**src/rtl/ptr_agu_pkg.sv**
```systemverilog
// Shared types for the pointer address generation unit.
// Assumes exactly three pointers, selected by a 2-bit code.
package ptr_agu_pkg;
    localparam int NUM_PTR = 3;

    typedef enum logic [1:0] {
        SEL_X    = 2'd0,
        SEL_Y    = 2'd1,
        SEL_Z    = 2'd2,
        SEL_NONE = 2'd3
    } ptr_sel_e;

    typedef enum logic [1:0] {
        AM_PLAIN   = 2'd0,
        AM_POSTINC = 2'd1,
        AM_PREDEC  = 2'd2,
        AM_DISP    = 2'd3
    } addr_mode_e;

    typedef enum logic [1:0] {
        ST_IDLE   = 2'd0,
        ST_FIRST  = 2'd1,
        ST_SECOND = 2'd2
    } agu_state_e;
endpackage

```
**src/rtl/ptr_agu_ctrl.sv**
```systemverilog
// Two-cycle sequencer. It accepts a start only when idle with a valid
// pointer select, captures the request and walks through the first and
// second cycles. It assumes start is a single-cycle strobe.
module ptr_agu_ctrl
    import ptr_agu_pkg::*;
#(
    parameter int DISP_W = 6
) (
    input  logic              clk,
    input  logic              rst_n,
    input  logic              start,
    input  logic [1:0]        sel_i,
    input  logic [1:0]        mode_i,
    input  logic [DISP_W-1:0] disp_i,
    output logic              busy,
    output logic              access,
    output ptr_sel_e          op_sel,
    output addr_mode_e        op_mode,
    output logic [DISP_W-1:0] op_disp
);
    agu_state_e state_q;
    logic       accept;

    // Decide whether a start begins an operation this cycle.
    always_comb begin
        accept = (state_q == ST_IDLE) && start && (sel_i != 2'd3);
    end

    // Advance the sequencer.
    always_ff @(posedge clk) begin
        if (!rst_n) begin
            state_q <= ST_IDLE;
        end else begin
            case (state_q)
                ST_IDLE:   if (accept) state_q <= ST_FIRST;
                ST_FIRST:  state_q <= ST_SECOND;
                default:   state_q <= ST_IDLE;
            endcase
        end
    end

    // Capture the request at acceptance.
    always_ff @(posedge clk) begin
        if (!rst_n) begin
            op_sel  <= SEL_X;
            op_mode <= AM_PLAIN;
            op_disp <= '0;
        end else if (accept) begin
            op_sel  <= ptr_sel_e'(sel_i);
            op_mode <= addr_mode_e'(mode_i);
            op_disp <= disp_i;
        end
    end

    // Drive the status outputs from the state.
    always_comb begin
        busy   = (state_q != ST_IDLE);
        access = (state_q == ST_SECOND);
    end

    AST_BUSY_LENGTH: assert property (@(posedge clk) disable iff (!rst_n)
        (busy && $past(busy)) |=> !busy);
    AST_ACCESS_SECOND: assert property (@(posedge clk) disable iff (!rst_n)
        access |-> ($past(busy) && !$past(access)));
    AST_BAD_SEL_IGNORED: assert property (@(posedge clk) disable iff (!rst_n)
        (!busy && start && sel_i == 2'd3) |=> !busy);
    AST_START_IGNORED: assert property (@(posedge clk) disable iff (!rst_n)
        (busy && !access) |=> $stable(op_mode) && $stable(op_sel));
endmodule

```
**src/rtl/ptr_agu_regs.sv**
```systemverilog
// Pointer storage: each pointer is a pair of byte halves. The write-back
// of an operation replaces a whole pointer. A half load is taken only while
// the unit is idle, so no load can collide with a write-back.
module ptr_agu_regs
    import ptr_agu_pkg::*;
#(
    parameter int PTR_W = 16
) (
    input  logic                            clk,
    input  logic                            rst_n,
    input  logic                            busy,
    input  logic                            ld_en,
    input  logic [1:0]                      ld_sel,
    input  logic                            ld_hi,
    input  logic [PTR_W/2-1:0]              ld_data,
    input  logic                            wb_en,
    input  logic [1:0]                      wb_sel,
    input  logic [PTR_W-1:0]                wb_val,
    output logic [NUM_PTR-1:0][PTR_W-1:0]   ptrs
);
    localparam int HALF_W = PTR_W / 2;

    for (genvar g = 0; g < NUM_PTR; g++) begin : g_ptr
        logic [HALF_W-1:0] lo_q;
        logic [HALF_W-1:0] hi_q;
        logic              wb_hit;
        logic              ld_hit;

        // Decode which update targets this pointer.
        always_comb begin
            wb_hit = wb_en && (wb_sel == 2'(g));
            ld_hit = ld_en && !busy && (ld_sel == 2'(g));
        end

        // Update the two halves of this pointer.
        always_ff @(posedge clk) begin
            if (!rst_n) begin
                lo_q <= '0;
                hi_q <= '0;
            end else if (wb_hit) begin
                lo_q <= wb_val[HALF_W-1:0];
                hi_q <= wb_val[PTR_W-1:HALF_W];
            end else if (ld_hit) begin
                if (ld_hi) hi_q <= ld_data;
                else       lo_q <= ld_data;
            end
        end

        assign ptrs[g] = {hi_q, lo_q};
    end

    AST_HOLD_WHILE_BUSY: assert property (@(posedge clk) disable iff (!rst_n)
        (busy && !wb_en) |=> $stable(ptrs));
endmodule

```
**src/rtl/ptr_agu_calc.sv**
```systemverilog
// Address and write-back arithmetic. One adder adds +1, -1, the
// displacement or zero to the selected pointer. The effective address is
// either the unmodified pointer (post-increment) or the adder result.
// It assumes op_* stay stable through the operation.
module ptr_agu_calc
    import ptr_agu_pkg::*;
#(
    parameter int PTR_W  = 16,
    parameter int DISP_W = 6
) (
    input  logic                          clk,
    input  logic                          rst_n,
    input  logic                          access,
    input  logic [NUM_PTR-1:0][PTR_W-1:0] ptrs,
    input  ptr_sel_e                      op_sel,
    input  addr_mode_e                    op_mode,
    input  logic [DISP_W-1:0]             op_disp,
    output logic [PTR_W-1:0]              mem_addr,
    output logic                          wb_en,
    output logic [1:0]                    wb_sel,
    output logic [PTR_W-1:0]              wb_val
);
    logic [PTR_W-1:0] cur;
    logic [PTR_W-1:0] operand;
    logic [PTR_W-1:0] sum;
    logic             disp_ok;

    // Pick the pointer the operation works on.
    always_comb begin
        case (op_sel)
            SEL_X:   cur = ptrs[0];
            SEL_Y:   cur = ptrs[1];
            SEL_Z:   cur = ptrs[2];
            default: cur = '0;
        endcase
    end

    // Choose the adder operand from the mode; X takes no displacement.
    always_comb begin
        disp_ok = (op_sel != SEL_X);
        case (op_mode)
            AM_POSTINC: operand = PTR_W'(1);
            AM_PREDEC:  operand = '1;
            AM_DISP:    operand = disp_ok ? PTR_W'(op_disp) : '0;
            default:    operand = '0;
        endcase
    end

    // Form the address and the write-back.
    always_comb begin
        sum      = cur + operand;
        mem_addr = (op_mode == AM_POSTINC) ? cur : sum;
        wb_val   = sum;
        wb_sel   = op_sel;
        wb_en    = access && ((op_mode == AM_POSTINC) || (op_mode == AM_PREDEC));
    end

    AST_POSTINC_STEP: assert property (@(posedge clk) disable iff (!rst_n)
        (access && op_mode == AM_POSTINC) |-> (wb_en && wb_val == PTR_W'(mem_addr + 1'b1)));
    AST_PREDEC_SAME: assert property (@(posedge clk) disable iff (!rst_n)
        (access && op_mode == AM_PREDEC) |-> (wb_en && wb_val == mem_addr));
    AST_NO_WB_STATIC: assert property (@(posedge clk) disable iff (!rst_n)
        (access && (op_mode == AM_PLAIN || op_mode == AM_DISP)) |-> !wb_en);
    AST_DISP_X_PLAIN: assert property (@(posedge clk) disable iff (!rst_n)
        (access && op_mode == AM_DISP && op_sel == SEL_X) |-> (mem_addr == ptrs[0]));
endmodule

```
**src/rtl/ptr_agu.sv**
```systemverilog
// Top of the pointer address generation unit: sequencer, pointer storage
// and address arithmetic. Outputs are valid as described per port; the
// memory strobe and write-back occur together in the second cycle.
module ptr_agu
    import ptr_agu_pkg::*;
#(
    parameter int PTR_W  = 16,
    parameter int DISP_W = 6
) (
    input  logic                 clk,
    input  logic                 rst_n,
    input  logic                 ld_en,
    input  logic [1:0]           ld_sel,
    input  logic                 ld_hi,
    input  logic [PTR_W/2-1:0]   ld_data,
    input  logic                 start,
    input  logic [1:0]           ptr_sel,
    input  logic [1:0]           mode,
    input  logic [DISP_W-1:0]    disp,
    output logic                 busy,
    output logic                 mem_stb,
    output logic [PTR_W-1:0]     mem_addr,
    output logic                 wb_en,
    output logic [1:0]           wb_sel,
    output logic [PTR_W-1:0]     wb_ptr,
    output logic [PTR_W-1:0]     z_ptr
);
    logic [NUM_PTR-1:0][PTR_W-1:0] ptrs;
    ptr_sel_e                      op_sel;
    addr_mode_e                    op_mode;
    logic [DISP_W-1:0]             op_disp;
    logic                          access;

    ptr_agu_ctrl #(.DISP_W(DISP_W)) u_ctrl (
        .clk(clk), .rst_n(rst_n), .start(start), .sel_i(ptr_sel),
        .mode_i(mode), .disp_i(disp), .busy(busy), .access(access),
        .op_sel(op_sel), .op_mode(op_mode), .op_disp(op_disp)
    );

    ptr_agu_regs #(.PTR_W(PTR_W)) u_regs (
        .clk(clk), .rst_n(rst_n), .busy(busy), .ld_en(ld_en),
        .ld_sel(ld_sel), .ld_hi(ld_hi), .ld_data(ld_data),
        .wb_en(wb_en), .wb_sel(wb_sel), .wb_val(wb_ptr), .ptrs(ptrs)
    );

    ptr_agu_calc #(.PTR_W(PTR_W), .DISP_W(DISP_W)) u_calc (
        .clk(clk), .rst_n(rst_n), .access(access), .ptrs(ptrs),
        .op_sel(op_sel), .op_mode(op_mode), .op_disp(op_disp),
        .mem_addr(mem_addr), .wb_en(wb_en), .wb_sel(wb_sel), .wb_val(wb_ptr)
    );

    // Bring out the strobe and the Z pointer.
    always_comb begin
        mem_stb = access;
        z_ptr   = ptrs[2];
    end

    AST_WB_WITH_STB: assert property (@(posedge clk) disable iff (!rst_n)
        wb_en |-> (mem_stb && busy));
    AST_Z_WRITEBACK: assert property (@(posedge clk) disable iff (!rst_n)
        (wb_en && wb_sel == 2'd2) |=> (z_ptr == $past(wb_ptr)));
endmodule

```
**config.mk**
```make
export PLATFORM = sky130hd
export DESIGN_NAME = ptr_agu
export DESIGN_NICKNAME = d
export VERILOG_FILES = /design/src/rtl/ptr_agu_pkg.sv /design/src/rtl/ptr_agu_ctrl.sv /design/src/rtl/ptr_agu_regs.sv /design/src/rtl/ptr_agu_calc.sv /design/src/rtl/ptr_agu.sv
export SDC_FILE = /design/constraint.sdc
export NUM_CORES = 1
export LEC_CHECK = 0
export ABC_AREA = 1
export BUFFER_PORTS_ARGS = -buffer_cell sky130_fd_sc_hd__clkbuf_2
export CAP_MARGIN = 20
export CORE_ASPECT_RATIO = 0.6
export CORE_MARGIN = 2
export CORE_UTILIZATION = 35
export DETAILED_ROUTE_END_ITERATION = 10
export GPL_ROUTABILITY_DRIVEN = 0
export GPL_TIMING_DRIVEN = 0
export PLACE_DENSITY = 0.65
export SETUP_SLACK_MARGIN = 0.05
export SLEW_MARGIN = 20
export SYNTH_ARGS = -nofsm -noshare
export SYNTH_HDL_FRONTEND = slang
export SYNTH_SLANG_ARGS = --single-unit
```
**constraint.sdc**
```tcl
create_clock -name clk -period 3.66 [get_ports clk]
set_clock_uncertainty 0.15 [all_clocks]
set_input_delay 0.183 -clock clk [delete_from_list [all_inputs] [get_ports clk]]
set_output_delay 0.183 -clock clk [all_outputs]
set_load 0.01 [all_outputs]
```
======== Word-level counts from Yosys, hierarchy flattened ========
Index checks and enable logic that the tools add are counted.
storage, ports and cells
  logic and storage cells ................. 74
  register bits ........................... 60
operators by class
  add/sub/neg operators ................... 1
  muxes and demuxes ....................... 20
  equality and inequality tests ........... 14
  reductions and logical operators ........ 29
operators by type and width
  kind                                                    count
  two-way mux 8 bit                                       14
  one-hot mux 16 bit (3 select lines)                     2
  adder 16 bit                                            1
  two-way mux 16 bit                                      1
  nonzero test 2 bit                                      8
  AND reduction 2 bit                                     6
  equality test 2 bit (second input constant)             5
  logical AND 1 bit                                       10
  equality test 2 x 1 -> 1 bit (second input constant)    4
  inequality test 2 x 1 -> 1 bit (second input constant)  4
  zero test 2 bit                                         3
  two-way mux 6 bit                                       1
  one-hot mux 2 bit (2 select lines)                      1
  two-way mux 2 bit                                       1
  inequality test 2 bit (second input constant)           1
  zero test 1 bit                                         1
  logical OR 1 bit                                        1

======== Depth between registers and ports, before layout ========
  depth in word-level cells ............... 6
  gate-level depth with buffers ........... 18

======== Hierarchy ========
From an unflattened synthesis, not the netlist that was laid out.
unflattened totals
  cells, all modules ...................... 774
  area total of the unflattened synthesis .. 4872.2 sq um
by module, submodules not included
  module        times used  area each (sq um)  sequential area each (sq um)  cells an instance
  ptr_agu_regs  1           2685.1             960.9                         363
  ptr_agu_calc  1           1642.8             0.0                           335
  ptr_agu_ctrl  1           544.3              240.2                         76

======== Least setup slack after synthesis ========
No wires, ideal clock.
  path kind ............................... register to output
  from .................................... register u_ctrl.op_sel[1]
  to ...................................... output mem_addr[12]
  arrival ................................. 2545 ps
  setup slack ............................. 782 ps
  data required time ...................... 3327 ps
  stages on the path, launching flop included .. 18
  path buffers ............................ 1
  cell sequence ........................... dfxtp_1 > nor2_4 > inv_2 > buf_2 > a311oi_1 > a21oi_1 > ha_1 > inv_1 > fa_1 > inv_1 > nand3_1 > nand3_1 > nand3_1 > nand3_1 > nand2_1 > and2_1 > nand2_1 > o21ai_0
on the way
  longest elaborated chain between the ends .. 5
RTL lines
  what                                 line                RTL
  from (decl)                          ptr_agu_ctrl.sv:17  output ptr_sel_e op_sel,
  from (signal assigned)               ptr_agu_ctrl.sv:49  op_sel <= ptr_sel_e'(sel_i);
  nonzero test 2 bit                   ptr_agu_calc.sv:40  disp_ok = (op_sel != SEL_X);
  two-way mux 6 bit                    ptr_agu_calc.sv:44  AM_DISP: operand = disp_ok ? PTR_W'(op_disp) : '0;
  one-hot mux 16 bit (3 select lines)  ptr_agu_calc.sv:41  case (op_mode)
  adder 16 bit (*)                     ptr_agu_calc.sv:51  sum = cur + operand;
  net wb_ptr[12]                       ptr_agu.sv:25       output logic [PTR_W-1:0] wb_ptr,
  two-way mux 16 bit (*)               ptr_agu_calc.sv:52  mem_addr = (op_mode == AM_POSTINC) ? cur : sum;
  to (decl)                            ptr_agu.sv:22       output logic [PTR_W-1:0] mem_addr,
The timed path passes the listed nets; every way through them passes the cells marked *.

======== Worst setup path in the final report ========
  from .................................... register u_ctrl.op_sel[1]
  to ...................................... output mem_addr[12]
on the way
  longest elaborated chain between the ends .. 5
RTL lines
  what                                 line
  nonzero test 2 bit                   ptr_agu_calc.sv:40
  two-way mux 6 bit                    ptr_agu_calc.sv:44
  one-hot mux 16 bit (3 select lines)  ptr_agu_calc.sv:41
  adder 16 bit                         ptr_agu_calc.sv:51
  two-way mux 16 bit (*)               ptr_agu_calc.sv:52
Mark *: on every way between the ends. The rest lies on a longest branch, timed or not.

==> metrics.txt <==
# TYPE chip_impl_metric gauge
chip_impl_info{name="run_status",value="completed"} 1
chip_impl_metric{name="timing.critical_path.slowest_cell_delay",unit="ns"} 0.40
chip_impl_metric{name="dp_hpwl",unit="microns"} 12900
chip_impl_metric{name="first_global_vias",unit=""} 4452
chip_impl_metric{name="worst_margin_pin_slew",unit="ns"} 0.807
chip_impl_metric{name="cts_buf_count",unit=""} 9
chip_impl_metric{name="grt.overflow.total",unit=""} 0
chip_impl_info{name="path_class",value="reg2out"} 1
chip_impl_metric{name="ctsLongestPathBuffers",unit=""} 2
chip_impl_info{name="synth_top_cells_by_count",value="sky130_fd_sc_hd__nand2_1, sky130_fd_sc_hd__inv_1, sky130_fd_sc_hd__nand3_1"} 1
chip_impl_metric{name="initial_standard_cell_utilization_of_the_core",unit="%"} 36.0
chip_impl_metric{name="yosys.cell_types.count",unit=""} 41
chip_impl_metric{name="antenna_found_initial",unit=""} 0
chip_impl_metric{name="post-route-period-util",unit="%"} 94.5
chip_impl_metric{name="signed_area_change_from_the_synthesized_netlist_to_the_final_layout",unit="%"} 23.9
chip_impl_info{name="post-synth-top-count-cell",value="sky130_fd_sc_hd__nand2_1"} 1
chip_impl_metric{name="vias_per_cell",unit=""} 4.93
chip_impl_metric{name="synth-async-reset-ratio",unit="%"} 0
chip_impl_metric{name="coreArea",unit="sq um"} 12900
chip_impl_metric{name="clk_transition_reported_paths",unit="ns"} 0.05
chip_impl_metric{name="grt_use_total",unit="%"} 22.8
chip_impl_metric{name="cellPowerDensity",unit="nW/um^2"} 334
chip_impl_metric{name="achievable-frequency",unit="MHz"} 289
chip_impl_metric{name="setup_violations",unit=""} 0
chip_impl_info{name="dominantRegCellSynth",value="sky130_fd_sc_hd__dfxtp_1"} 1
chip_impl_info{name="tritoncts_clock_tree",value="done"} 1
chip_impl_metric{name="synth_top_area_share",unit="%"} 25.9
chip_impl_info{name="hold_path.class",value="in2reg"} 1
chip_impl_metric{name="synth_edf_count",unit=""} 0
chip_impl_metric{name="port_buffers",unit=""} 77
chip_impl_metric{name="fin_total_pwr",unit="uW"} 1920
chip_impl_metric{name="post_synth.cell_area_avg",unit="sq um"} 6.07
chip_impl_metric{name="synthesis.yosys.warnings",unit=""} 0
chip_impl_metric{name="grt_max_degree",unit=""} 12
chip_impl_metric{name="timing.critical_path.required",unit="ns"} 3.33
chip_impl_metric{name="route.detailed.drc",unit=""} 0
chip_impl_metric{name="power.static_leakage",unit="uW"} 0.00297
chip_impl_metric{name="antenna_viol_nets_final",unit=""} 0
chip_impl_metric{name="grt_pass1_wl",unit="microns"} 24800
chip_impl_metric{name="nets",unit=""} 912
chip_impl_metric{name="final.min_clock_period",unit="ns"} 3.46
chip_impl_metric{name="slew-limit-headroom",unit="%"} 46.2
chip_impl_metric{name="drt-total-wl",unit="microns"} 16400
chip_impl_metric{name="crit_path_max_fanout",unit=""} 5
chip_impl_metric{name="dr_total_vias",unit=""} 5141
chip_impl_metric{name="post_drt_wl_per_cell",unit="microns"} 15.8
chip_impl_metric{name="final_non_filler_cell_area",unit="sq um"} 5750
chip_impl_info{name="crit_top_cell",value="sky130_fd_sc_hd__nand3_1"} 1
chip_impl_metric{name="post_dp_cell_area",unit="sq um"} 5240
chip_impl_metric{name="drt_iter0_drc",unit=""} 468
chip_impl_metric{name="drive_gt1_share",unit="%"} 20.5
chip_impl_metric{name="syn_inst",unit=""} 765
chip_impl_metric{name="ys_ff_latch",unit=""} 60
chip_impl_metric{name="core.rowCount",unit=""} 32
chip_impl_metric{name="clk-insertion-delay-late",unit="ns"} 0.33
chip_impl_info{name="crit_path_top_delay_cell",value="sky130_fd_sc_hd__dfxtp_4"} 1
chip_impl_metric{name="die_y",unit="microns"} 93.2
chip_impl_metric{name="drt_pre_antenna_iters",unit=""} 5
chip_impl_info{name="cell_by_cell_listing_of_the_critical_path",value="inv_2 -> nor2_4 -> buf_8 -> nand2_1 -> nand3_1 -> ha_2 -> inv_1 -> fa_1 -> inv_1 -> nand3_1 -> nand3_4 -> nand3_1 -> nand4_1 -> and2_1 -> nand2_1 -> o21ai_0 -> clkbuf_2"} 1
chip_impl_metric{name="synthesis.nets",unit=""} 810
chip_impl_metric{name="synth_seq_area_share",unit="%"} 25.9
chip_impl_metric{name="hold-worst-slack",unit="ns"} 0.00370
chip_impl_metric{name="antenna_cells_inserted",unit=""} 0
chip_impl_metric{name="pin_count",unit=""} 78
chip_impl_metric{name="drv.max_cap_violation_count",unit=""} 0
chip_impl_info{name="worstSetupEndpointType",value="output pin"} 1
chip_impl_metric{name="final-hold-violation-count",unit=""} 0
chip_impl_metric{name="cts.sinks",unit=""} 60
chip_impl_info{name="cts-root-buf",value="sky130_fd_sc_hd__clkbuf_16"} 1
chip_impl_info{name="synthTopCellsByArea",value="sky130_fd_sc_hd__dfxtp_1, sky130_fd_sc_hd__nand2_1, sky130_fd_sc_hd__inv_1"} 1
chip_impl_metric{name="mappedNetlistArea",unit="sq um"} 4640
chip_impl_metric{name="hold_path_depth",unit=""} 3
chip_impl_metric{name="final.fill_count",unit=""} 1386
chip_impl_metric{name="ff2ff_path_depth",unit=""} 14
chip_impl_metric{name="arrival",unit="ns"} 3.13
chip_impl_info{name="synth_top_area_cell",value="sky130_fd_sc_hd__dfxtp_1"} 1
chip_impl_metric{name="die_width",unit="microns"} 153
chip_impl_metric{name="maxSlewViolCount",unit=""} 0
chip_impl_metric{name="peakVddDrop",unit="V"} 0.000192
chip_impl_info{name="grt_setup_unrepaired",value="true"} 1
chip_impl_metric{name="design.die.area",unit="sq um"} 14200
chip_impl_metric{name="cts_htree_levels",unit=""} 3
chip_impl_info{name="critPathLaunchType",value="register"} 1
## critical path: cells and delay by family (launching register included)
| kind | cells | cell delay [ns] |
|---|---|---|
| AND/OR/NAND/NOR | 9 | 1.13 |
| AO/OA/AOI/OAI | 1 | 0.08 |
| adder cells (fa/ha/maj) | 2 | 0.61 |
| flip-flops | 1 | 0.40 |
| buffers and inverters | 5 | 0.55 |
## placed cells by master, fill, tap and decap left out, types with 4 or more instances in the layout
master / n
sky130_fd_sc_hd__nand2_1: 250
sky130_fd_sc_hd__inv_1: 115
sky130_fd_sc_hd__clkbuf_2: 77
sky130_fd_sc_hd__nand3_1: 63
sky130_fd_sc_hd__nor2_1: 58
sky130_fd_sc_hd__dfxtp_1: 58
sky130_fd_sc_hd__a21oi_1: 39
sky130_fd_sc_hd__o21ai_0: 28
sky130_fd_sc_hd__buf_4: 26
sky130_fd_sc_hd__ha_1: 18
sky130_fd_sc_hd__inv_2: 12
sky130_fd_sc_hd__clkbuf_1: 11
sky130_fd_sc_hd__a21oi_2: 10
sky130_fd_sc_hd__clkbuf_16: 10
sky130_fd_sc_hd__and2_1: 8
sky130_fd_sc_hd__a22oi_1: 8
sky130_fd_sc_hd__clkinv_1: 6
sky130_fd_sc_hd__nor3_1: 5
sky130_fd_sc_hd__dlygate4sd3_1: 5
sky130_fd_sc_hd__nor2_4: 4
sky130_fd_sc_hd__o221ai_2: 4
sky130_fd_sc_hd__clkinv_2: 4
## final timing paths
kind	from	end	slack, ns
setup / recovery	u_ctrl.op_sel[1]	mem_addr[12]	0.20
setup reg to reg	u_ctrl.op_sel[0]	u_regs.g_ptr[2].lo_q[6]	0.77
hold / removal	disp[3]	u_ctrl.op_disp[3]	0.004
hold reg to reg	u_regs.g_ptr[1].lo_q[1]	u_regs.g_ptr[1].lo_q[1]	0.31
## metal layers
| metal | GRT usage [%] | wire length, microns | vias to the layer above |
|---|---|---|---|
| li1 | - | - | 2595 |
| met5 | 0 | 0 | - |
| met1 | 36.1 | 8410 | 2269 |
| met2 | 29.1 | 5910 | 259 |
| met3 | 7.41 | 1970 | 18 |
| met4 | 4.09 | 155 | 0 |
## through the flow
stage / worst slack (ns) / std cells / setup TNS, ns / util, %
after floorplan: 0.782 / 765 / 0 / -
after global placement: 0.111 / 1012 / 0 / 40.7
after detailed placement: 0.0926 / 1012 / 0 / 40.7
after CTS: 0.0867 / 1033 / 0 / 43.2
after global routing: -0.00725 / 1042 / -0.00725 / 44.6
final: 0.202 / 1042 / 0 / 44.6
## sequential cells by signal (all words and copies together), names as in the netlist
| name | cells |
|---|---|
| u_ctrl.op_sel | 2 |
| u_ctrl.op_disp | 6 |
| u_regs.g_ptr.lo_q | 24 |
| u_regs.g_ptr.hi_q | 24 |
| u_ctrl.state_q | 2 |
| u_ctrl.op_mode | 2 |
## final cells by class
| cell class | instances | area [sq um] | area share (%) |
|---|---|---|---|
| buffer | 33 | 254 | 4.42 |
| multi-input combinational | 536 | 2780 | 48.2 |
| clock buffer | 11 | 233 | 4.05 |
| tap | 170 | 213 | 3.70 |
| clock inverter | 5 | 28.8 | 0.500 |
| sequential | 60 | 1210 | 21.0 |
| timing repair buffer | 92 | 528 | 9.18 |
| inverter | 135 | 512 | 8.90 |
## repair_timing
item                                   CTS  global route
gates resized for setup                  6            19
buffers inserted                         1             8
hold buffers                             5             0
endpoints found under the hold margin    5             0
gates cloned                             0             1
pin swaps                                1             3
setup endpoints to repair               20            18
## logic make-up (layout without fill, tap and decap cells)
kind of cell | Yosys count | in the layout | synth area share (%)
compound gates | 105 | 105 | 13.7
xor+xnor | 5 | 5 | 1.11
fa+ha+maj | 20 | 20 | 5.55
buf+inv | 169 | 276 | 16.3
flops | 60 | 60 | 25.9
simple gates | 406 | 406 | 37.5
## report_power, final
part / leakage [uW] / internal, uW / switching, uW
Clock: 0.000133 / 454 / 313
Combinational: 0.00235 / 155 / 302
Sequential: 0.000488 / 676 / 19.6
Total: 0.00297 / 1290 / 634
(Power assumes the default switching activity.)
